### src/rtl/decode_pkg.sv
package decode_pkg;

  parameter int unsigned XLEN   = 32;
  parameter int unsigned REG_W  = 5;
  parameter int unsigned OP_W   = 6;
  parameter int unsigned IMM_W  = 16;
  parameter int unsigned SH_W   = 5;
  parameter int unsigned JMP_W  = 26;
  parameter int unsigned INSN_B = 4;

  localparam int unsigned REGION_W = XLEN - JMP_W - 2;

  localparam logic [OP_W-1:0] OPC_RFORM = 6'h3A;
  localparam logic [OP_W-1:0] OPC_ADDI  = 6'h04;
  localparam logic [OP_W-1:0] OPC_BLT   = 6'h16;
  localparam logic [OP_W-1:0] OPC_LDW   = 6'h17;
  localparam logic [OP_W-1:0] OPC_CALL  = 6'h00;
  localparam logic [OP_W-1:0] XOP_ADD   = 6'h31;
  localparam logic [OP_W-1:0] XOP_SUB   = 6'h39;

  typedef struct packed {
    logic [REG_W-1:0] ra;
    logic [REG_W-1:0] rb;
    logic [REG_W-1:0] rc;
    logic [OP_W-1:0]  xop;
    logic [SH_W-1:0]  sh;
    logic [OP_W-1:0]  op;
    logic [IMM_W-1:0] i16;
    logic [JMP_W-1:0] i26;
  } fields_t;

  typedef struct packed {
    logic add;
    logic sub;
    logic addi;
    logic blt;
    logic ldw;
    logic call;
    logic bad;
  } kind_t;

  typedef enum logic [1:0] {
    NPC_SEQ,
    NPC_BR,
    NPC_JMP
  } npc_sel_e;

  function automatic logic [XLEN-1:0] sext_imm(input logic [IMM_W-1:0] v);
    return {{(XLEN-IMM_W){v[IMM_W-1]}}, v};
  endfunction

  function automatic logic [XLEN-1:0] seq_addr(input logic [XLEN-1:0] a);
    return a + XLEN'(INSN_B);
  endfunction

  function automatic logic [XLEN-1:0] branch_addr(input logic [XLEN-1:0] a,
                                                  input logic [IMM_W-1:0] d);
    return seq_addr(a) + sext_imm(d);
  endfunction

  function automatic logic [XLEN-1:0] jump_addr(input logic [XLEN-1:0] a,
                                                input logic [JMP_W-1:0] t);
    return {a[XLEN-1 -: REGION_W], t, 2'b00};
  endfunction

endpackage

### src/rtl/decode_fields.sv
module decode_fields
  import decode_pkg::*;
(
  input  logic [XLEN-1:0] word,
  output fields_t         fld
);

  localparam int unsigned RA_LSB  = XLEN - REG_W;
  localparam int unsigned RB_LSB  = RA_LSB - REG_W;
  localparam int unsigned RC_LSB  = RB_LSB - REG_W;
  localparam int unsigned XOP_LSB = RC_LSB - OP_W;
  localparam int unsigned SH_LSB  = XOP_LSB - SH_W;

  always_comb begin
    fld.ra  = word[RA_LSB  +: REG_W];
    fld.rb  = word[RB_LSB  +: REG_W];
    fld.rc  = word[RC_LSB  +: REG_W];
    fld.xop = word[XOP_LSB +: OP_W];
    fld.sh  = word[SH_LSB  +: SH_W];
    fld.op  = word[0       +: OP_W];
    fld.i16 = word[OP_W    +: IMM_W];
    fld.i26 = word[OP_W    +: JMP_W];
  end

endmodule

### src/rtl/decode_class.sv
module decode_class
  import decode_pkg::*;
(
  input  logic [OP_W-1:0] op,
  input  logic [OP_W-1:0] xop,
  output kind_t           kind
);

  logic rform;
  assign rform = (op == OPC_RFORM);

  always_comb begin
    kind      = '0;
    kind.add  = rform && (xop == XOP_ADD);
    kind.sub  = rform && (xop == XOP_SUB);
    kind.addi = (op == OPC_ADDI);
    kind.blt  = (op == OPC_BLT);
    kind.ldw  = (op == OPC_LDW);
    kind.call = (op == OPC_CALL);
    kind.bad  = !(kind.add || kind.sub || kind.addi ||
                  kind.blt || kind.ldw || kind.call);
  end

endmodule

### src/rtl/decode_nextpc.sv
module decode_nextpc
  import decode_pkg::*;
(
  input  logic [XLEN-1:0]  cur_pc,
  input  logic             is_br,
  input  logic             is_jmp,
  input  logic             taken,
  input  logic [IMM_W-1:0] disp,
  input  logic [JMP_W-1:0] tgt,
  output npc_sel_e         sel,
  output logic [XLEN-1:0]  npc
);

  logic [XLEN-1:0] a_seq, a_br, a_jmp;

  assign a_seq = seq_addr(cur_pc);
  assign a_br  = branch_addr(cur_pc, disp);
  assign a_jmp = jump_addr(cur_pc, tgt);

  always_comb begin
    if (is_jmp)              sel = NPC_JMP;
    else if (is_br && taken) sel = NPC_BR;
    else                     sel = NPC_SEQ;
  end

  always_comb begin
    unique case (sel)
      NPC_BR:  npc = a_br;
      NPC_JMP: npc = a_jmp;
      default: npc = a_seq;
    endcase
  end

endmodule

### src/rtl/decode_stage.sv
module decode_stage
  import decode_pkg::*;
(
  input  logic                 clk,
  input  logic                 rst_n,
  input  logic [XLEN-1:0]      instr,
  input  logic [XLEN-1:0]      pc,
  input  logic                 br_taken,
  output logic [REG_W-1:0]     reg_a,
  output logic [REG_W-1:0]     reg_b,
  output logic [REG_W-1:0]     reg_c,
  output logic [OP_W-1:0]      ext_op,
  output logic [SH_W-1:0]      shamt,
  output logic [OP_W-1:0]      opcode,
  output logic [IMM_W-1:0]     imm16,
  output logic [XLEN-1:0]      imm16_sx,
  output logic [JMP_W-1:0]     imm26,
  output logic                 is_add,
  output logic                 is_sub,
  output logic                 is_addi,
  output logic                 is_blt,
  output logic                 is_ldw,
  output logic                 is_call,
  output logic                 illegal,
  output logic [XLEN-1:0]      next_pc
);

  fields_t         d_fld,  q_fld;
  kind_t           d_kind, q_kind;
  npc_sel_e        d_sel;
  logic [XLEN-1:0] d_npc,  q_npc;
  logic [XLEN-1:0] d_sx,   q_sx;

  decode_fields u_fields (
    .word (instr),
    .fld  (d_fld)
  );

  decode_class u_class (
    .op   (d_fld.op),
    .xop  (d_fld.xop),
    .kind (d_kind)
  );

  decode_nextpc u_npc (
    .cur_pc (pc),
    .is_br  (d_kind.blt),
    .is_jmp (d_kind.call),
    .taken  (br_taken),
    .disp   (d_fld.i16),
    .tgt    (d_fld.i26),
    .sel    (d_sel),
    .npc    (d_npc)
  );

  assign d_sx = sext_imm(d_fld.i16);

  always_ff @(posedge clk) begin
    if (!rst_n) begin
      q_fld  <= '0;
      q_kind <= '0;
      q_npc  <= '0;
      q_sx   <= '0;
    end else begin
      q_fld  <= d_fld;
      q_kind <= d_kind;
      q_npc  <= d_npc;
      q_sx   <= d_sx;
    end
  end

  assign reg_a    = q_fld.ra;
  assign reg_b    = q_fld.rb;
  assign reg_c    = q_fld.rc;
  assign ext_op   = q_fld.xop;
  assign shamt    = q_fld.sh;
  assign opcode   = q_fld.op;
  assign imm16    = q_fld.i16;
  assign imm26    = q_fld.i26;
  assign imm16_sx = q_sx;
  assign is_add   = q_kind.add;
  assign is_sub   = q_kind.sub;
  assign is_addi  = q_kind.addi;
  assign is_blt   = q_kind.blt;
  assign is_ldw   = q_kind.ldw;
  assign is_call  = q_kind.call;
  assign illegal  = q_kind.bad;
  assign next_pc  = q_npc;

  logic unused_sel;
  assign unused_sel = ^d_sel;

endmodule

### config.mk
export PLATFORM = sky130hd
export DESIGN_NAME = decode_stage
export DESIGN_NICKNAME = d
export VERILOG_FILES = /design/src/rtl/decode_pkg.sv /design/src/rtl/decode_fields.sv /design/src/rtl/decode_class.sv /design/src/rtl/decode_nextpc.sv /design/src/rtl/decode_stage.sv
export SDC_FILE = /design/constraint.sdc
export NUM_CORES = 1
export LEC_CHECK = 0
export BUFFER_PORTS_ARGS = -buffer_cell sky130_fd_sc_hd__buf_2
export CAP_MARGIN = 20
export CORE_ASPECT_RATIO = 2
export CORE_MARGIN = 8
export CORE_UTILIZATION = 45
export DETAILED_ROUTE_END_ITERATION = 8
export GPL_ROUTABILITY_DRIVEN = 1
export GPL_TIMING_DRIVEN = 0
export PLACE_DENSITY = 0.76
export SYNTH_ARGS = -nofsm -noshare
export SYNTH_HDL_FRONTEND = slang
export SYNTH_SLANG_ARGS = --single-unit
### constraint.sdc
create_clock -name clk -period 8.2 [get_ports clk]
set_input_delay 0.82 -clock clk [delete_from_list [all_inputs] [get_ports clk]]
set_output_delay 0.82 -clock clk [all_outputs]
set_load 0.01 [all_outputs]
**After elaboration in Yosys (flattened, before gate mapping)**

Index checks and enable logic that the tools add are counted.

- $add $sub $neg: 2
- Equality and inequality tests: 8
- Multiplexer cells: 3
- Reductions and logical operators: 10

Operators with widths:

| kind | count |
|---|---|
| $pmux W32 S2 | 1 |
| $add A32 B3 Y32 const B | 1 |
| $add A32 B32 Y32 | 1 |
| $eq A6 B6 Y1 const B | 3 |
| $eq A6 B5 Y1 const B | 2 |
| $eq A6 B3 Y1 const B | 1 |
| $logic_not A6 Y1 | 1 |
| $logic_or A1 B1 Y1 | 5 |
| $logic_and A1 B1 Y1 | 3 |
| $eq A2 B1 Y1 const B | 1 |
| $eq A2 B2 Y1 const B | 1 |
| $mux W2 | 1 |
| $logic_not A1 Y1 | 1 |
| $mux W1 | 1 |

- Bits in registers: 129

**Depth between registers and ports, before layout**

- Depth in word-level cells: 8
- Mapped depth: 16

**Cells and area by module**

From an unflattened synthesis, not the netlist that was laid out.

- Cell total of the unflattened synthesis: 808
- Area, all modules: 6984.2 um^2

Modules (own cells, without submodules):

| module | instances | cells each | area each (um^2) |
|---|---|---|---|
| decode_stage | 1 | 270 | 3319.4 |
| decode_nextpc | 1 | 447 | 2989.1 |
| decode_fields | 1 | 74 | 555.5 |
| decode_class | 1 | 17 | 120.1 |

**Worst setup path before layout**

No wires, ideal clock.

- Kind: input port to flip-flop
- Start: input port pc[10]
- End: register q_npc[31] (netlist: next_pc[31])
- Library setup time: 70 ps
- Data arrival time: 4061 ps
- Setup slack: 4069 ps
- Cell stages on the path: 15
- Path buffers: 1
- Cells stage by stage: and4_4 nand2_2 or3_1 or3_1 nor2_1 xor2_1 ha_1 clkbuf_1 a21oi_1 o21ai_0 a21o_1 a221oi_1 a21oi_1 or3_1 a21oi_1

- Word-level cells in the longest chain between the ends: 3

Ends and longest elaborated chain:

| item | RTL line | source |
|---|---|---|
| start, declared | decode_stage.sv:7 | `input logic [XLEN-1:0] pc,` |
| $add A32 B3 Y32 * | decode_pkg.sv:53 | `return a + XLEN'(INSN_B);` |
| $add A32 B32 Y32 | decode_pkg.sv:58 | `return seq_addr(a) + sext_imm(d);` |
| $pmux W32 S2 * | decode_nextpc.sv:27 | `unique case (sel)` |
| end signal, assigned | decode_stage.sv:67 | `q_npc <= d_npc;` |
| end, declared | decode_stage.sv:31 | `logic [XLEN-1:0] d_npc, q_npc;` |

Mark *: on every way between the ends. The rest lies on a longest branch, timed or not.
A chain may end at the register's enable or synchronous reset.

**Worst setup path in the final report**

- Start: input port pc[7]
- End: register q_npc[31] (netlist: next_pc[31])

Same word-level chain as after synthesis.

==> results.json <==
{
  "synth_seq_cells": 71,
  "setup_violations": 0,
  "portBuffers": 210,
  "synth-edff-count": 0,
  "slew_violations": 0,
  "ys.flop_type": "dfxtp_1",
  "path_max_fanout": 7,
  "intPower_w": 0.000738,
  "syn-cell-area_um2": 5110,
  "boundaryPins": 212,
  "wl_mm": 17.4,
  "syn_inst": 628,
  "cts_inserted_buffers": 9,
  "hold_viol_final": 0,
  "p_leak_nw": 3.42,
  "die_w_um": 91.4,
  "cts_max_level": 3,
  "post_cts_resized": 0,
  "final_nets": 956,
  "wl_per_cell_um": 17.5,
  "cts_sinks": 71,
  "post-route-period-util_pct": 54.4,
  "sw_frac_of_total_pct": 30.8,
  "drc": 0,
  "synth_area_leaders": "dfxtp_1 (28%), buf_4 (11%), ha_1 (9.5%)",
  "viasPerCell": 5.31,
  "hp-class": "in -> reg",
  "synth.most_common_cell": "buf_4",
  "vias": 5291,
  "status": "complete, no violations",
  "yosys_warnings": 0,
  "power_density_nw_per_um2": 161,
  "cts-hold-fix-buffers": 0,
  "die_area_um2": 15200,
  "vdd_ir_drop_max_uv": 109,
  "p_seq_share_pct": 34.9,
  "drt_iter0_drc": 261,
  "cts.path.max_buffers": 2,
  "worst_pin_slew_ns": 0.874,
  "p_clk_share_pct": 36.7,
  "fmax_mhz": 224,
  "ys_seq_area_share_pct": 27.8,
  "power.combinational.fraction_pct": 28.4,
  "gp_congestion": 0.989,
  "synth_nets": 735,
  "finalCriticalPeriod_ns": 4.46,
  "synth_commonest_cells": "buf_4 (74), dfxtp_1 (71), nand2_1 (55)",
  "core_area_um2": 11200,
  "clk_pin_slew_worst_paths_ns": 0.06,
  "hpwl_mm": 14.4,
  "grt_pass1_wl_mm": 26.7,
  "grt_max_degree": 23,
  "synthArstFlopShare_pct": 0,
  "antenna_found_initial": 0,
  "end_kind": "register",
  "cts_setup_buffers": 0,
  "syn_avg_cell_area_um2": 8.14,
  "power_w": 0.00107,
  "syn2layout_area_growth_pct": 29.9,
  "fin_tns_setup_ns": 0,
  "startpoint_type": "primary input",
  "drive_above_1_share_pct": 36.4,
  "grt.total_usage_pct": 22.2,
  "grt_pass1_vias": 5263,
  "dr.pass1.iters": 7,
  "cts_tree": "built",
  "cp_data_required_time_ns": 8.46,
  "p_sw_w": 0.000329,
  "drv_cap": 0,
  "cts-root-buf": "clkbuf_16",
  "cp.arrival_ns": 4.72,
  "yosysTopAreaCell": "dfxtp_1",
  "rsz0062_at_grt": "false",
  "globalRouteOverflowTotal": 0,
  "critPathKind": "in -> reg",
  "fp.dieH_um": 167,
  "final_antenna_net_count": 0,
  "rows": 55,
  "initial_core_util_pct": 45.6,
  "diodes": 0,
  "synth_top_area_share_pct": 27.8,
  "netlist-cell-type-count": 60,
  "max_slew_margin_pct": 41.5
}
[through the flow]
stage / setup WS, ns / hold WS (ns) / instances / utilization [%] / area [um^2]
floorplan: 4.07 / 0.899 / 628 / - / 5110
global placement: 3.49 / 1.04 / 980 / 56.5 / 6340
detailed placement: 3.46 / 1.04 / 980 / 56.5 / 6340
CTS: 3.80 / 0.693 / 996 / 59.2 / 6640
global route: 3.45 / 0.704 / 996 / 59.2 / 6640
finish: 3.74 / 0.701 / 996 / 59.2 / 6640
[flip-flops by register name, indices dropped and copies added (netlist names)]
register  cells
is_ldw        1
reg_c         4
shamt         4
is_call       1
is_addi       1
illegal       1
next_pc      32
reg_b         4
is_blt        1
is_sub        1
ext_op        5
reg_a         5
imm26         4
is_add        1
opcode        6
[per-layer routing]
| metal | vias to the layer above | share of wire (%) | GRT usage, % | wire length, um |
|---|---|---|---|---|
| li1 | 2587 | - | - | - |
| met1 | 2448 | 35 | 19.2 | 6040 |
| met2 | 214 | 56 | 43.8 | 9730 |
| met3 | 42 | 6.1 | 6.26 | 1060 |
| met4 | 0 | 3.4 | 10.8 | 599 |
| met5 | - | 0 | 0 | 0 |
[worst max-delay path: stages]
cell	delay [ns]
buf_2	0.13
and4_4	0.27
nand2_2	0.08
or3_1	0.46
or3_1	0.49
nor2_1	0.28
xor2_1	0.18
ha_1	0.24
clkbuf_1	0.18
a21oi_1	0.25
o21ai_0	0.12
a21o_1	0.19
a221oi_1	0.35
a21oi_1	0.14
or3_1	0.39
a21oi_1	0.15
[power groups by stage]
stage               clock network (W)  logic, W  registers [W]
global placement                    0  0.000298       0.000379
CTS                          0.000401  0.000302       0.000373
floorplan                           0  0.000184       0.000390
finish                       0.000392  0.000303       0.000372
global route                 0.000415  0.000329       0.000375
detailed placement                  0  0.000300       0.000380
[placed cells by master (no fill, tap or decap), types with 2 or more instances in the layout]
master	instances
inv_1	11
or2_2	2
nand2_1	55
o21a_1	3
nor4_1	3
nand3_1	26
a21oi_1	50
a22oi_1	22
a221oi_1	5
clkbuf_16	9
o21ai_1	2
dfxtp_1	71
a31oi_1	9
o22ai_1	4
nor3_1	9
nand4b_1	4
and3_1	8
buf_1	2
a21o_1	18
o21ai_0	18
ha_1	39
clkbuf_1	18
o21bai_1	4
xnor2_1	33
clkinv_4	3
nor2_1	41
or3_1	5
nand4_1	6
xor2_1	22
and2_1	32
buf_2	211
buf_4	74
nand2b_1	2
nor2b_1	2
[final timing paths]
path | start | to | cells after the start
worst max-delay path | pc[7] | next_pc[31] | 16
worst min-delay path | instr[29] | reg_a[2] | 2
[cell families after synthesis]
logic type / Yosys count / synth area share, %
adders and majority gates: 40 / 9.94
DFF: 71 / 27.8
xor gates and xnor gates: 55 / 9.42
buffers and inverters: 105 / 13.2
AOI/OAI and AO/OA: 149 / 18.6
and+or+nand+nor: 208 / 21.1
[layout make-up]
class                   count  area (um^2)
plain buffers              94          632
clock buffers              10          229
flip-flops and latches     71         1420
inverters                  11         41.3
multi-input cells         452         3020
repair buffers            210         1050
well taps                 142          178
clock inverters             6         70.1
fillers                  1075         4580
Power figures use the tool's default switching activity.
